## config.mk

```make
export PLATFORM = sky130hd
export DESIGN_NAME = burst_col_seq
export DESIGN_NICKNAME = d
export VERILOG_FILES = /design/src/rtl/bcs_pkg.sv /design/src/rtl/bcs_len_decode.sv /design/src/rtl/bcs_beat_order.sv /design/src/rtl/burst_col_seq.sv
export SDC_FILE = /design/constraint.sdc
export NUM_CORES = 1
export LEC_CHECK = 0
export ABC_AREA = 0
export CORE_MARGIN = 4
export CORE_UTILIZATION = 45
export CTS_CLUSTER_DIAMETER = 80
export CTS_CLUSTER_SIZE = 25
export DETAILED_ROUTE_END_ITERATION = 8
export GPL_ROUTABILITY_DRIVEN = 0
export PLACE_DENSITY = 0.78
export SYNTH_ARGS = -nofsm -noshare
export SYNTH_HDL_FRONTEND = slang
export SYNTH_SLANG_ARGS = --single-unit
```

## constraint.sdc

```tcl
create_clock -name clk -period 3.8 [get_ports clk]
set_input_delay 0.38 -clock clk [delete_from_list [all_inputs] [get_ports clk]]
set_output_delay 0.38 -clock clk [all_outputs]
set_load 0.03 [all_outputs]
```

## src/rtl/bcs_pkg.sv

```systemverilog
package bcs_pkg;
    localparam int OFS_W = 3;

    typedef enum logic [0:0] {
        ST_IDLE = 1'b0,
        ST_RUN  = 1'b1
    } bcs_state_e;

    localparam logic [2:0] CODE_L2 = 3'b001;
    localparam logic [2:0] CODE_L4 = 3'b010;
    localparam logic [2:0] CODE_L8 = 3'b011;
endpackage

```

## src/rtl/bcs_len_decode.sv

```systemverilog
module bcs_len_decode
    import bcs_pkg::*;
(
    input  logic [2:0]       code_i,
    output logic             legal_o,
    output logic [OFS_W-1:0] mask_o
);
    always_comb begin
        legal_o = 1'b1;
        mask_o  = '0;
        case (code_i)
            CODE_L2: mask_o = 3'b001;
            CODE_L4: mask_o = 3'b011;
            CODE_L8: mask_o = 3'b111;
            default: legal_o = 1'b0;
        endcase
    end
endmodule

```

## src/rtl/bcs_beat_order.sv

```systemverilog
module bcs_beat_order
    import bcs_pkg::*;
(
    input  logic [OFS_W-1:0] first_i,
    input  logic [OFS_W-1:0] beat_i,
    input  logic [OFS_W-1:0] mask_i,
    input  logic             ilv_i,
    output logic [OFS_W-1:0] low_o
);
    logic [OFS_W-1:0] lin_sum;
    logic [OFS_W-1:0] xor_sum;

    always_comb begin
        lin_sum = first_i + beat_i;
        xor_sum = first_i ^ beat_i;
        low_o   = (ilv_i ? xor_sum : lin_sum) & mask_i;
    end
endmodule

```

## src/rtl/burst_col_seq.sv

```systemverilog
module burst_col_seq
    import bcs_pkg::*;
#(
    parameter int COL_W = 10
) (
    input  logic             clk,
    input  logic             rst_n,
    input  logic             start_i,
    input  logic [COL_W-1:0] start_col_i,
    input  logic [2:0]       len_code_i,
    input  logic             interleave_i,
    output logic [COL_W-1:0] col_o,
    output logic             valid_o,
    output logic             last_o
);
    localparam int HI_W = COL_W - OFS_W;

    generate
        if (COL_W < OFS_W) begin : g_bad_width
            $error("COL_W must be at least 3");
        end
    endgenerate

    bcs_state_e       state_q, state_d;
    logic [COL_W-1:0] base_q;
    logic [OFS_W-1:0] mask_q;
    logic [OFS_W-1:0] beat_q;
    logic             ilv_q;

    logic             code_legal;
    logic [OFS_W-1:0] code_mask;
    logic [OFS_W-1:0] low_bits;
    logic             accept;
    logic             at_last;

    bcs_len_decode u_dec (
        .code_i  (len_code_i),
        .legal_o (code_legal),
        .mask_o  (code_mask)
    );

    bcs_beat_order u_ord (
        .first_i (base_q[OFS_W-1:0]),
        .beat_i  (beat_q),
        .mask_i  (mask_q),
        .ilv_i   (ilv_q),
        .low_o   (low_bits)
    );

    assign accept  = (state_q == ST_IDLE) && start_i && code_legal;
    assign at_last = (state_q == ST_RUN) && (beat_q == mask_q);

    // next state: accept / reject in IDLE, step / finish in RUN
    always_comb begin
        state_d = state_q;
        unique case (state_q)
            ST_IDLE: if (accept)  state_d = ST_RUN;
            ST_RUN:  if (at_last) state_d = ST_IDLE;
        endcase
    end

    // state register
    always_ff @(posedge clk or negedge rst_n) begin
        if (!rst_n) state_q <= ST_IDLE;
        else        state_q <= state_d;
    end

    // burst context captured on accept, beat counter advanced on step
    always_ff @(posedge clk or negedge rst_n) begin
        if (!rst_n) begin
            base_q <= '0;
            mask_q <= '0;
            ilv_q  <= 1'b0;
            beat_q <= '0;
        end else if (accept) begin
            base_q <= start_col_i;
            mask_q <= code_mask;
            ilv_q  <= interleave_i;
            beat_q <= '0;
        end else if ((state_q == ST_RUN) && !at_last) begin
            beat_q <= beat_q + OFS_W'(1);
        end
    end

    // outputs
    always_comb begin
        valid_o = 1'b0;
        last_o  = 1'b0;
        col_o   = '0;
        unique case (state_q)
            ST_IDLE: ;
            ST_RUN: begin
                valid_o = 1'b1;
                last_o  = at_last;
                col_o   = (base_q & ~{{HI_W{1'b0}}, mask_q})
                        | {{HI_W{1'b0}}, low_bits};
            end
        endcase
    end
endmodule

```

==> impl_metrics.csv <==
group,metric,value,unit
run_status,status,"complete, no violations",
cells_and_area,drive_above_1_share,0.0379,
sta,setup_viol,0,
cts,cts_root_buffer,"clkbuf_4",
sta,setup_tns,0,ps
cells_and_area,fillers,173,
synthesis,ys_seq_area_frac,0.495,
worst_setup_path,r2r_cells,4,
place,numPortBuffers,28,
sta,worstMarginPinSlew,1120,ps
grt,antenna_found_initial,0,
worst_setup_path,max_stage_delay,680,ps
synthesis,avgSynthCellArea,8.83,um^2
worst_setup_path,start_kind,"flop",
flow_run,max_cap_viol_count,0,
grt,globalRouteTotalUtil,0.164,
worst_setup_path,arrival,2690,ps
cts,clkTransAtPathRegs,90,ps
cells_and_area,finalNonFillerCells,159,
sta,clock.fmax,326,MHz
cells_and_area,multi_input_area,427,um^2
synthesis,synth_fp_nets,124,
place,place_inst,155,
cts,clockBufferDepth,2,
worst_setup_path,critPathCapture,"col_o[2]",
pwr,power.leakage,0.000601,uW
sta,fin_crit,3070,ps
worst_setup_path,timing.rr.end,"beat_q[1]",
floorplanning,die_area,2800,um^2
synthesis,ys.warnings.count,0,
synthesis,synth_cell_types,19,
sta,rsz0062_at_grt,"no",
grt,grt-ovfl-total,0,
place,hpwl,1500,um
cells_and_area,final_nets,154,
pwr,peakVddDrop,0.000384,V
cts,htree_levels,1,
sta,maxSlewHeadroom,0.252,
floorplanning,num_rows,16,
detailed_routing,viasPerCell,4.79,
detailed_routing,wire_per_inst,12.3,um
floorplanning,die_w,53.0,um
sta,finalHoldViolations,0,
worst_setup_path,path_max_fanout,5,
detailed_routing,first_iter_violations,15,
cts,cts-buffers-inserted,3,
synthesis,synth-seq-cells,18,
cts,post_cts_buffers,0,
worst_setup_path,crit_type,"reg2out",
sta,final.setup_skew,12.8,ps
sta,timing.final.crit_share,0.808,
cells_and_area,utilization,0.642,
sta,fin_worst_hold_slack,476,ps
grt,grt_pass1_vias,790,
detailed_routing,dr_total_vias,762,
cells_and_area,final-seq-area,450,um^2
grt,grt_pass1_wl,3350,um
worst_hold_path,min-delay-path-class,"reg2reg",
floorplanning,die_h,53.0,um
synthesis,synth_area,910,um^2
cts,clk_latency,290,ps
cells_and_area,n_antenna_cell,0,
cts,cts_tree,"yes",
detailed_routing,wirelength,1950,um
floorplanning,start_util,0.468,
cts,post_cts_resized,0,
worst_setup_path,ff2ff_setup_slack,2140,ps
detailed_routing,final_antenna_net_count,0,
worst_setup_path,cp.required,3420,ps
synthesis,synthCells,103,
worst_setup_path,r2r-start,"state_q",
worst_setup_path,slowest_stage,"clkdlybuf4s50_1",
worst_setup_path,cp-startpoint,"beat_q[0]",
detailed_routing,firstDrtPassIters,4,
cells_and_area,area_delta_synth_final,37.0,%
pwr,powerDensity,828,nW/um^2
cts,hold_buffers,0,
sta,report.final.slew_viol_count,0,
detailed_routing,drc,0,
cts,clock_sinks,18,
worst_hold_path,hold_path_depth,2,
floorplanning,ioPinCount,29,
worst_setup_path,cp_cell_sequence,"ha_1, inv_1, fa_1, or3_1, a21oi_1, xnor2_1, nor2_1, clkdlybuf4s50_1",
worst_setup_path,end_kind,"primary output",
grt,grt_max_degree,19,
floorplanning,core_area,1940,um^2
==> routing by layer <==
layer	vias up	share of wire	routed length (um)	track usage
li1	383	-	-	-
met1	344	0.42	811	0.188
met2	35	0.50	972	0.302
met3	0	0.086	167	0.0423
met4	0	0	0	0.0383
met5	-	0	0	0
==> metrics by stage <==
step,power [uW],setup WS [ps],area (um^2)
finish,1030,729,1250
global route,1120,574,1250
CTS,1050,690,1250
detailed placement,930,1010,1210
global placement,902,1160,1210
floorplan,718,1530,910
==> report_power, final <==
group          internal (uW)  total, uW  switching (uW)
Clock                   58.3        115            56.5
Sequential               282        368            85.9
Combinational            250        550             300
==> final cells by class <==
type,count,share of cell area
tap,27,0.0271
inverter,5,0.0151
multi-input combinational,77,0.342
clock buffer,4,0.0291
timing repair buffer,28,0.225
sequential,18,0.361
==> cell usage in the layout, fill, tap and decap left out, types with 3 or more instances in the layout <==
cell	instances
inv_1	5
xnor2_1	4
ha_1	3
dfrtp_1	18
nor2_1	6
mux2i_1	4
and2_1	7
nand2_1	39
clkdlybuf4s50_1	28
nand3_1	3
o21ai_0	4
clkbuf_4	3
==> cells in the mapped netlist <==
cell      instances  area (um^2)
mux2_2            1         11.3
ha_1              3         37.5
a21oi_1           1         5.00
and2_1            7         43.8
or3_1             1         6.26
inv_1             5         18.8
fa_1              1         20.0
o21ai_0           4         20.0
nand2b_1          1         6.26
nand2_1          39          146
o211a_1           1         10.0
nand3_1           3         15.0
clkbuf_1          1         3.75
mux2i_1           4         40.0
buf_2             2         10.0
nor2_1            6         22.5
xnor2_1           4         35.0
dfrtp_1          18          450
o211ai_1          1         7.51
==> kinds of logic after synthesis <==
group / synth area share
fa+ha+maj: 0.0633
compound gates: 0.0468
mux: 0.0564
simple gates: 0.264
buf+inv: 0.0358
flops: 0.495
xor+xnor: 0.0385
==> worst min-delay path by stage <==
stage,slack [ps],end,startpoint
2_1_floorplan,80,base_q[0],rst_n
3_3_place_gp,450,base_q[8],base_q[8]
3_5_place_dp,460,base_q[6],base_q[6]
4_1_cts,480,base_q[6],base_q[6]
5_1_grt,510,base_q[4],base_q[4]
6_report,480,base_q[6],base_q[6]
==> sequential cells by signal, indices dropped and copies added (netlist names) <==
signal   flops
state_q      1
mask_q       3
base_q      10
beat_q       3
ilv_q        1
==> critical path, delay by kind of cell, from the launching register on <==
family / cells / cell delay (ps)
AO/OA/AOI/OAI: 1 / 200
adder cells (fa/ha/maj): 2 / 550
buffers and inverters: 2 / 720
flip-flops: 1 / 440
XOR/XNOR: 1 / 90
AND/OR/NAND/NOR: 2 / 420
Power figures use the tool's default switching activity.
